<file path="config.mk">
export PLATFORM = sky130hd
export DESIGN_NAME = brp_unit
export DESIGN_NICKNAME = d
export VERILOG_FILES = /design/src/rtl/brp_pkg.sv /design/src/rtl/brp_decode.sv /design/src/rtl/brp_pipe.sv /design/src/rtl/brp_ras.sv /design/src/rtl/brp_unit.sv
export SDC_FILE = /design/constraint.sdc
export NUM_CORES = 1
export LEC_CHECK = 0
export BUFFER_PORTS_ARGS = -buffer_cell sky130_fd_sc_hd__buf_2
export CAP_MARGIN = 20
export CORE_ASPECT_RATIO = 2
export CORE_UTILIZATION = 50
export CTS_BUF_LIST = sky130_fd_sc_hd__clkbuf_16
export CTS_CLUSTER_DIAMETER = 150
export DETAILED_ROUTE_END_ITERATION = 10
export PLACE_DENSITY = 0.68
export RECOVER_POWER = 50
export SETUP_SLACK_MARGIN = 0.5
export SLEW_MARGIN = 10
export SYNTH_ARGS = -nofsm -noshare
export SYNTH_HDL_FRONTEND = slang
export SYNTH_HIERARCHICAL = 1
export SYNTH_SLANG_ARGS = --single-unit
</file>
<file path="constraint.sdc">
create_clock -name clk -period 15.1 [get_ports clk]
set_clock_uncertainty 0.2 [all_clocks]
set_input_delay 3.02 -clock clk [delete_from_list [all_inputs] [get_ports clk]]
set_output_delay 3.02 -clock clk [all_outputs]
set_load 0.005 [all_outputs]
</file>
<file path="src/rtl/brp_pkg.sv">
package brp_pkg;

    typedef enum logic [2:0] {
        BK_PLAIN = 3'd0,
        BK_CJ_NT = 3'd1,
        BK_CJ_T  = 3'd2,
        BK_JUMP  = 3'd3,
        BK_CALL  = 3'd4,
        BK_RET   = 3'd5
    } br_kind_e;

    typedef enum logic {
        FE_RUN    = 1'b0,
        FE_REFILL = 1'b1
    } fe_state_e;

endpackage

</file>
<file path="src/rtl/brp_decode.sv">
module brp_decode
    import brp_pkg::*;
#(
    parameter int PC_W  = 32,
    parameter int LEN_W = 3,
    parameter int JLEN  = 3
) (
    input  br_kind_e           kind,
    input  logic [PC_W-1:0]    pc,
    input  logic [PC_W-1:0]    lit,
    input  logic [LEN_W-1:0]   len,
    input  logic [PC_W-1:0]    ras_top,
    output logic [PC_W-1:0]    next_pc,
    output logic [PC_W-1:0]    alt_pc,
    output logic               redir
);
    logic [PC_W-1:0] seq_jmp, seq_len, tgt;

    assign seq_jmp = pc + PC_W'(JLEN);
    assign seq_len = pc + PC_W'(len);
    assign tgt     = pc + lit;

    always_comb begin
        next_pc = seq_len;
        alt_pc  = '0;
        redir   = 1'b0;
        unique case (kind)
            BK_CJ_NT: begin next_pc = seq_jmp; alt_pc = tgt;     end
            BK_CJ_T:  begin next_pc = tgt;     alt_pc = seq_jmp; redir = 1'b1; end
            BK_JUMP:  begin next_pc = tgt;     alt_pc = seq_jmp; redir = 1'b1; end
            BK_CALL:  begin next_pc = tgt;     alt_pc = seq_len; redir = 1'b1; end
            BK_RET:   begin next_pc = ras_top; alt_pc = seq_len; redir = 1'b1; end
            default:  begin next_pc = seq_len; end
        endcase
    end
endmodule

</file>
<file path="src/rtl/brp_pipe.sv">
module brp_pipe
    import brp_pkg::*;
#(
    parameter int PC_W   = 32,
    parameter int NSTAGE = 4
) (
    input  logic             clk,
    input  logic             rst_n,
    input  logic             hold,
    input  logic             flush_all,
    input  logic             flush_young,
    input  logic             in_valid,
    input  br_kind_e         in_kind,
    input  logic [PC_W-1:0]  in_alt,
    output logic             chk_valid,
    output br_kind_e         chk_kind,
    output logic [PC_W-1:0]  chk_alt,
    output logic             tail_valid,
    output br_kind_e         tail_kind,
    output logic [PC_W-1:0]  tail_alt,
    output logic             ctl_busy
);
    localparam int CHK = NSTAGE - 1;

    logic [NSTAGE:1]  v_q;
    br_kind_e         k_q [1:NSTAGE];
    logic [PC_W-1:0]  a_q [1:NSTAGE];

    always_ff @(posedge clk) begin
        if (!rst_n) begin
            v_q <= '0;
            for (int s = 1; s <= NSTAGE; s++) begin
                k_q[s] <= BK_PLAIN;
                a_q[s] <= '0;
            end
        end else if (flush_all) begin
            v_q <= '0;
        end else if (!hold) begin
            if (flush_young)
                v_q <= {v_q[CHK], {CHK{1'b0}}};
            else
                v_q <= {v_q[NSTAGE-1:1], in_valid};
            k_q[1] <= in_kind;
            a_q[1] <= in_alt;
            for (int s = 2; s <= NSTAGE; s++) begin
                k_q[s] <= k_q[s-1];
                a_q[s] <= a_q[s-1];
            end
        end
    end

    always_comb begin
        ctl_busy = 1'b0;
        for (int s = 1; s <= NSTAGE; s++)
            if (v_q[s] && (k_q[s] == BK_CALL || k_q[s] == BK_RET))
                ctl_busy = 1'b1;
    end

    assign chk_valid  = v_q[CHK];
    assign chk_kind   = k_q[CHK];
    assign chk_alt    = a_q[CHK];
    assign tail_valid = v_q[NSTAGE];
    assign tail_kind  = k_q[NSTAGE];
    assign tail_alt   = a_q[NSTAGE];
endmodule

</file>
<file path="src/rtl/brp_ras.sv">
module brp_ras #(
    parameter int PC_W  = 32,
    parameter int DEPTH = 8,
    localparam int SP_W = $clog2(DEPTH)
) (
    input  logic             clk,
    input  logic             rst_n,
    input  logic             push,
    input  logic             pop,
    input  logic [PC_W-1:0]  wdata,
    output logic [PC_W-1:0]  top,
    output logic [SP_W-1:0]  level
);
    logic [PC_W-1:0] mem [DEPTH];
    logic [SP_W-1:0] sp;

    always_ff @(posedge clk) begin
        if (!rst_n) begin
            sp <= '0;
            for (int i = 0; i < DEPTH; i++) mem[i] <= '0;
        end else if (push) begin
            mem[sp] <= wdata;
            sp      <= sp + SP_W'(1);
        end else if (pop) begin
            sp      <= sp - SP_W'(1);
        end
    end

    assign top   = mem[sp - SP_W'(1)];
    assign level = sp;
endmodule

</file>
<file path="src/rtl/brp_unit.sv">
module brp_unit
    import brp_pkg::*;
#(
    parameter int PC_W      = 32,
    parameter int LEN_W     = 3,
    parameter int NSTAGE    = 4,
    parameter int RAS_DEPTH = 8,
    parameter int JLEN      = 3
) (
    input  logic             clk,
    input  logic             rst_n,
    input  logic             dec_valid,
    input  logic [2:0]       dec_kind,
    input  logic [PC_W-1:0]  dec_pc,
    input  logic [PC_W-1:0]  dec_lit,
    input  logic [LEN_W-1:0] dec_len,
    input  logic             ex_cond,
    input  logic             cache_reject,
    input  logic             cache_fault,
    output logic             dec_accept,
    output logic [PC_W-1:0]  dec_next_pc,
    output logic             fetch_jump,
    output logic [PC_W-1:0]  fetch_pc,
    output logic             abort
);
    localparam int SP_W = $clog2(RAS_DEPTH);

    br_kind_e        kind;
    fe_state_e       state_q, state_d;
    logic [PC_W-1:0] alt_pc, ras_top;
    logic            dec_redir;
    logic            chk_valid, tail_valid, ctl_busy;
    br_kind_e        chk_kind, tail_kind;
    logic [PC_W-1:0] chk_alt, tail_alt;
    logic            hold, flush_all, chk_cond, mispredict, ret_block;
    logic [SP_W-1:0] ras_sp;

    assign kind = br_kind_e'(dec_kind);

    brp_decode #(.PC_W(PC_W), .LEN_W(LEN_W), .JLEN(JLEN)) u_dec (
        .kind(kind), .pc(dec_pc), .lit(dec_lit), .len(dec_len),
        .ras_top(ras_top), .next_pc(dec_next_pc), .alt_pc(alt_pc),
        .redir(dec_redir)
    );

    brp_pipe #(.PC_W(PC_W), .NSTAGE(NSTAGE)) u_pipe (
        .clk(clk), .rst_n(rst_n), .hold(hold), .flush_all(flush_all),
        .flush_young(mispredict), .in_valid(dec_accept), .in_kind(kind),
        .in_alt(alt_pc), .chk_valid(chk_valid), .chk_kind(chk_kind),
        .chk_alt(chk_alt), .tail_valid(tail_valid), .tail_kind(tail_kind),
        .tail_alt(tail_alt), .ctl_busy(ctl_busy)
    );

    brp_ras #(.PC_W(PC_W), .DEPTH(RAS_DEPTH)) u_ras (
        .clk(clk), .rst_n(rst_n),
        .push(tail_valid && tail_kind == BK_CALL && !hold),
        .pop(tail_valid && tail_kind == BK_RET && !hold),
        .wdata(tail_alt), .top(ras_top), .level(ras_sp)
    );

    always_ff @(posedge clk) begin
        if (!rst_n) state_q <= FE_RUN;
        else        state_q <= state_d;
    end

    always_comb begin
        hold       = cache_reject && !cache_fault;
        flush_all  = cache_reject && cache_fault;
        chk_cond   = chk_valid && (chk_kind == BK_CJ_NT || chk_kind == BK_CJ_T);
        mispredict = chk_cond && ex_cond && !cache_reject;
        abort      = cache_reject ? cache_fault : (chk_cond && ex_cond);
        ret_block  = (kind == BK_RET) && ctl_busy;
        dec_accept = dec_valid && (state_q == FE_RUN) && !cache_reject
                     && !abort && !ret_block;
        fetch_jump = mispredict || (dec_accept && dec_redir);
        fetch_pc   = mispredict ? chk_alt : dec_next_pc;
        state_d    = state_q;
        unique case (state_q)
            FE_RUN:    if (fetch_jump) state_d = FE_REFILL;
            FE_REFILL: if (!hold && !fetch_jump) state_d = FE_RUN;
            default:   state_d = FE_RUN;
        endcase
    end
endmodule

</file>
==> run_results.csv, run 1 <==
group,metric,value,unit
floorplanning,die_y,312,µm
cts,path_clk_slew,0.08,ns
sta,worstMarginPinSlew,4.47,ns
grt,grt-ovfl-total,0,
sta,rsz0062_at_grt,"false",
layout,finalInstanceArea,25500,µm²
floorplanning,core,47400,µm²
grt,grt_pass1_wl,101000,µm
drt,num_vias,16800,
cts,cts.repair.resized,0,
worst_hold_path,hold_path_class,"reg -> reg",
critical_path,crit_type,"in -> out",
logic_synthesis,syn_area_per_cell,11.2,µm²
critical_path,critPathMaxFanout,23,
layout,final_common_cell,"edfxtp_1",
sta,hold_viol,0,
drt,post_drt_wl_per_cell,24.2,µm
logic_synthesis,synth-edff-count,396,
pwr,p_leak,9.39,nW
logic_synthesis,postSynthCellCount,2141,
layout,fillers,4123,
cts,cts.path.max_buffers,3,
critical_path,arrival,7.15,ns
sta,fmax,96.4,MHz
layout,final_util,0.538,
critical_path,rrSetupSlack,9.98,ns
logic_synthesis,synth.distinct_cells,83,
cts,cts_hold_buf,0,
logic_synthesis,synth_nets,2258,
critical_path,critPathTopFamily,"buffers and inverters",
cts,htree_levels,2,
logic_synthesis,syn_area,24000,µm²
status,violations,"capacitance limit, slew limit",
cts,worstSkewPairLatency,0.54,ns
place,post_dp_cell_area,24500,µm²
cts,post_cts_buffers,0,
pwr,p_per_area,101,nW/µm²
floorplanning,start_util,0.506,
grt,antenna_found_initial,0,
layout,area_growth,6.22,%
critical_path,slowest_stage,"clkbuf_1",
sta,relSlewSlack,-1.98,
grt,grt_usage,0.280,
critical_path,end_kind,"primary output",
drt,drc,0,
place,dpl.hpwl,45800,µm
cts,cts_sinks,404,
place,gp_congestion,0.947,
drt,drtIter0Drc,1255,
layout,layout.nets,2258,
critical_path,cp-start-kind,"input port",
pwr,p_total,2.57,mW
layout,diodes,0,
floorplanning,die_w,157,µm
sta,setup_viol,0,
critical_path,max_stage_delay,0.99,ns
cts,cts_tree,"built",
floorplanning,fp-row-count,113,
pwr,peakVddDrop,71.4,µV
critical_path,required,11.88,ns
critical_path,crit_cells,9,
critical_path,cpMostUsedCell,"nand2_1",
logic_synthesis,synth_flop_cell,"edfxtp_1",
cts,cts_buffers,35,
logic_synthesis,ys_seq_area_frac,0.502,
sta,slew_viol_final,533,
layout,seq_area,12100,µm²
status,outcome,"finished with violations",
critical_path,ff2ff_path_depth,4,
floorplanning,dieArea,48900,µm²
worst_hold_path,whs_path_depth,2,
run,maxCapViolations,16,
layout,drive_gt1_frac,0.143,
critical_path,critPathBufInv,3,
layout,multi_input_area,10500,µm²
grt,grt_pass1_vias,16600,
grt,grt_max_degree,94,
floorplanning,io_pins,143,
logic_synthesis,async_reset_ff_frac,0,
layout,final_cell_mix,"396 x edfxtp_1, 273 x and2_1, 157 x nand3_1",
sta,min_period,10.37,ns
sta,fin_setup_tns,0,ns
drt,ant_nets,0,
drt,finalWirelength,67800,µm
logic_synthesis,ys_warn_count,6,
sta,period_share,0.687,
logic_synthesis,ys_ff_latch,404,
drt,vias_per_cell,6.01,
place,io_buffers,142,
cts,root_buffer,"clkbuf_16",
critical_path,crit_chain,"clkbuf_1 -> clkinv_1 -> nand2_1 -> nand2_1 -> a22oi_1 -> a21oi_1 -> a221o_1 -> mux2_4 -> buf_2",
drt,drt_pre_antenna_iters,5,
cell type report:
class / instances / area share
clock buffer: 36 / 0.0354
clock inverter: 27 / 0.00903
inverter: 31 / 0.00457
multi-input combinational: 1494 / 0.411
sequential: 404 / 0.473
tap: 632 / 0.0310
timing repair buffer: 175 / 0.0362
kinds of logic after synthesis:
group / count (synthesis) / share of synthesized area
buffers and inverters: 243 / 0.0618
DFF: 404 / 0.502
and+or+nand+nor: 871 / 0.212
adders and majority gates: 41 / 0.0220
xor gates and xnor gates: 85 / 0.0326
muxes: 174 / 0.0799
AOI/OAI and AO/OA: 323 / 0.0891
routing by layer:
layer / part of all wire / GRT usage / wire length, µm
met5: 0 / 0 / 0
met4: 0.058 / 0.158 / 3910
met3: 0.049 / 0.0191 / 3320
met2: 0.52 / 0.499 / 35100
met1: 0.38 / 0.328 / 25500
metrics by stage:
stage	hold WS (ns)	cells	worst slack, ns
floorplan	0.247	2141	0.966
global placement	0.263	2736	5.17
detailed placement	0.274	2736	5.13
CTS	0.285	2799	5.14
global route	0.331	2799	4.69
finish	0.285	2799	4.73
power breakdown:
group,leakage [nW],switching [mW],total [mW],internal [mW]
Combinational,4.55,0.213,0.341,0.128
Clock,0.574,0.419,0.911,0.492
Sequential,4.27,0.0269,1.32,1.29
worst min-delay path, delay by kind of cell, from the launching register on:
family             cells  cell delay (ns)
AOI/OAI and AO/OA      1             0.07
DFF                    1             0.32
and+or+nand+nor        1             0.06
registers in the layout, summed over array words and instances (netlist names):
| name | flops |
|---|---|
| u_pipe/k_q | 12 |
| state_q | 1 |
| u_ras/mem | 256 |
| u_pipe/a_q | 128 |
| u_pipe/v_q | 4 |
| u_ras/level | 3 |
synthesized netlist by cell type (10+ instances only):
cell / number / area [µm²]
clkbuf_1: 68 / 255
nand4_1: 18 / 113
a211oi_1: 10 / 75.1
ha_1: 39 / 488
a22oi_1: 20 / 150
a221oi_1: 12 / 105
nand3_1: 157 / 786
nand2b_1: 16 / 100
xnor2_1: 46 / 403
o22ai_1: 15 / 93.8
inv_1: 29 / 109
nor2_1: 70 / 263
mux2i_1: 136 / 1360
mux2_2: 10 / 113
nand2_1: 88 / 330
a21boi_0: 10 / 75.1
and2_1: 371 / 2320
and3_1: 12 / 75.1
buf_2: 24 / 120
mux2_4: 25 / 375
and4_1: 40 / 350
buf_4: 74 / 556
edfxtp_1: 396 / 11900
buf_6: 20 / 225
and2_2: 34 / 255
xor2_1: 37 / 324
a21oi_1: 85 / 425
o21ai_0: 67 / 335
clkbuf_2: 12 / 60.1
a21o_1: 20 / 150
nor3_1: 15 / 75.1
a22o_1: 15 / 131
path summary, 6_finish.rpt:
kind,start,endpoint
hold / removal,state_q,state_q
setup reg to reg,u_pipe/k_q[0][10],u_ras/mem[3][7]
hold reg to reg,state_q,state_q
setup / recovery,dec_kind[1],fetch_pc[9]
Note: power is estimated with default switching activity, not from simulation.
==> inputs of run 2 (changes only) <==
- ABC_AREA: not set -> 1
- PLACE_DENSITY: 0.68 -> 0.67
- clock period: 15.1 -> 10.64 ns (I/O delays scaled with it)
==> run_results.csv, run 2 <==
group,metric,value,unit
status,outcome,"finished with violations",
status,violations,"DRC, capacitance limit, slew limit",
cts,root_buffer,"clkbuf_16",
sta,rsz0062_at_grt,"false",
sta,hold_viol,0,
floorplanning,die_w,159,µm
grt,antenna_found_initial,0,
layout,largest_reg_flops,256,
layout,final_util,0.540,
logic_synthesis,synth_flop_cell,"edfxtp_1",
critical_path,cp-start-kind,"flip-flop",
layout,area_growth,6.91,%
worst_hold_path,hold_path_startpoint,"u_pipe/v_q[4]",
cts,path_clk_slew,0.07,ns
cts,cts_tree,"built",
logic_synthesis,ys_warn_count,6,
sta,slew_viol_final,502,
floorplanning,io_pins,143,
grt,grt_pass1_wl,123000,µm
logic_synthesis,yosysMostFrequentCell,"nand2_1",
grt,grt_max_degree,93,
logic_synthesis,syn_area_per_cell,7.51,µm²
layout,layout.nets,3438,
sta,setup_viol,0,
logic_synthesis,synth-edff-count,396,
critical_path,max_stage_delay,1.55,ns
grt,grtUsageMet1,0.343,
drt,post_drt_wl_per_cell,20.9,µm
critical_path,slowest_stage,"clkinvlp_2",
drt,drt_pre_antenna_iters,9,
grt,grt-busiest-layer,"met2",
drt,ant_nets,0,
layout,finalInstanceArea,26500,µm²
layout,largestRegisters,"u_ras/mem x256, u_pipe/a_q x128, u_pipe/k_q x12",
critical_path,ff2ff_path_depth,6,
logic_synthesis,ys_seq_area_frac,0.486,
run,maxCapViolations,13,
drt,vias_per_cell,5.34,
logic_synthesis,post-synth-top-area-fraction,0.480,
sta,relSlewSlack,-1.91,
floorplanning,die_y,317,µm
cts,worstSkewPairLatency,0.60,ns
drt,num_vias,21300,
critical_path,critPathTopFamily,"buffers and inverters",
cts,post_cts_buffers,0,
cts,cts_hold_buf,0,
floorplanning,core,49100,µm²
grt,grt-ovfl-total,0,
critical_path,rr_endpoint,"u_ras/mem[7][26]",
worst_hold_path,hold_path_class,"reg -> reg",
pwr,p_total,3.66,mW
critical_path,cpMostUsedCell,"nand2_1",
critical_path,end_kind,"primary output",
critical_path,rrSetupSlack,4.26,ns
grt,grt_usage,0.331,
cts,cts_sinks,404,
floorplanning,start_util,0.505,
layout,final_cell_mix,"1002 x nand2_1, 648 x inv_1, 487 x nor2_1",
sta,min_period,8.60,ns
sta,holdWs,0.276,ns
pwr,p_per_area,138,nW/µm²
logic_synthesis,synth_nets,3419,
logic_synthesis,synth_top_area_cell,"edfxtp_1",
floorplanning,dieArea,50500,µm²
grt,met2_usage,0.599,
grt,grt_pass1_vias,21000,
layout,fillers,4722,
place,post_dp_cell_area,25500,µm²
pwr,p_leak,12.5,nW
sta,period_share,0.808,
logic_synthesis,syn_area,24800,µm²
critical_path,arrival,6.27,ns
logic_synthesis,synth.distinct_cells,47,
logic_synthesis,async_reset_ff_frac,0,
layout,diodes,0,
critical_path,required,8.31,ns
cts,cts.path.max_buffers,3,
drt,drtIter0Drc,1844,
critical_path,crit_chain,"clkinvlp_2 -> ha_2 -> xnor2_4 -> buf_4 -> inv_2 -> nand2_1 -> nand2_1 -> nand2_1 -> nand4_1 -> nand2_1 -> nand2_1 -> buf_2",
critical_path,reg2reg_from,"u_ras/level[0]",
pwr,peakVddDrop,125,µV
cts,cts.repair.resized,0,
critical_path,critPathMaxFanout,66,
place,dpl.hpwl,58700,µm
cts,htree_levels,1,
logic_synthesis,synthTopCellsByArea,"edfxtp_1 48%, nand2_1 15%, inv_1 9.8%",
drt,drc,1,
grt,met3_usage,0.0357,
logic_synthesis,ys_ff_latch,404,
place,io_buffers,142,
layout,largest_register,"u_ras/mem",
critical_path,crit_type,"reg -> out",
worst_hold_path,whs_path_depth,2,
cts,cts_buffers,31,
sta,fin_setup_tns,0,ns
logic_synthesis,synth_common_cells,"1009 x nand2_1, 645 x inv_1, 488 x nor2_1, 396 x edfxtp_1, 290 x nand3_1",
place,gp_congestion,1.12,
logic_synthesis,postSynthCellCount,3302,
critical_path,critPathBufInv,4,
worst_hold_path,hold-path-endpoint,"u_pipe/v_q[4]",
sta,fmax,116,MHz
drt,finalWirelength,83600,µm
layout,drive_gt1_frac,0.0834,
sta,worstMarginPinSlew,4.36,ns
floorplanning,fp-row-count,115,
layout,final_common_cell,"nand2_1",
run 2: per-stage QoR:
step	cells	worst slack (ns)
CTS	3989	3.13
finish	3989	2.04
detailed placement	3931	3.61
floorplan	3302	1.30
global route	3989	1.76
global placement	3931	3.60
run 2: how the worst max path moves through the flow:
| stage | startpoint | endpoint | depth (start not counted) |
|---|---|---|---|
| 2_1_floorplan | cache_reject | u_pipe/a_q[0][0] | 3 |
| 5_1_grt | u_ras/level[0] | fetch_pc[30] | 16 |
| 3_3_place_gp | dec_pc[19] | fetch_pc[29] | 13 |
| 3_5_place_dp | dec_pc[19] | fetch_pc[29] | 13 |
| 4_1_cts | u_ras/level[0] | fetch_pc[19] | 12 |
| 6_report | u_ras/level[0] | fetch_pc[19] | 12 |
run 2: layout make-up:
type | instances | area, µm² | area share
well taps | 643 | 805 | 0.0304
flip-flops and latches | 404 | 12100 | 0.455
clock inverters | 27 | 297 | 0.0112
inverters | 649 | 2440 | 0.0921
clock buffers | 31 | 776 | 0.0293
multi-input cells | 2061 | 9230 | 0.348
repair buffers | 174 | 905 | 0.0341
run 2: tightest hold or removal path, cell delays in order (launching register included):
cell,delay [ns]
dfxtp_1,0.33
nand2_1,0.05
a21oi_1,0.05
run 2: cells by family (layout without fill, tap and decap cells):
logic type | count (synthesis) | after routing | share of synthesized area
buf+inv | 837 | 881 | 0.144
xor+xnor | 35 | 35 | 0.0127
simple gates | 1889 | 1889 | 0.314
compound gates | 96 | 96 | 0.0225
flops | 404 | 404 | 0.486
fa+ha+maj | 41 | 41 | 0.0213
run 2: routing by layer:
layer / routed length (µm) / vias up / share of wire
met1: 28200 / 9963 / 0.34
li1: - / 10100 / -
met3: 5260 / 286 / 0.063
met5: 0 / - / 0
met4: 7920 / 0 / 0.095
met2: 42200 / 945 / 0.50
run 2: where the power goes:
group / internal [mW] / switching, mW
combinational: 0.161 / 0.403
clock: 0.679 / 0.561
sequential: 1.83 / 0.0252
total: 2.67 / 0.990
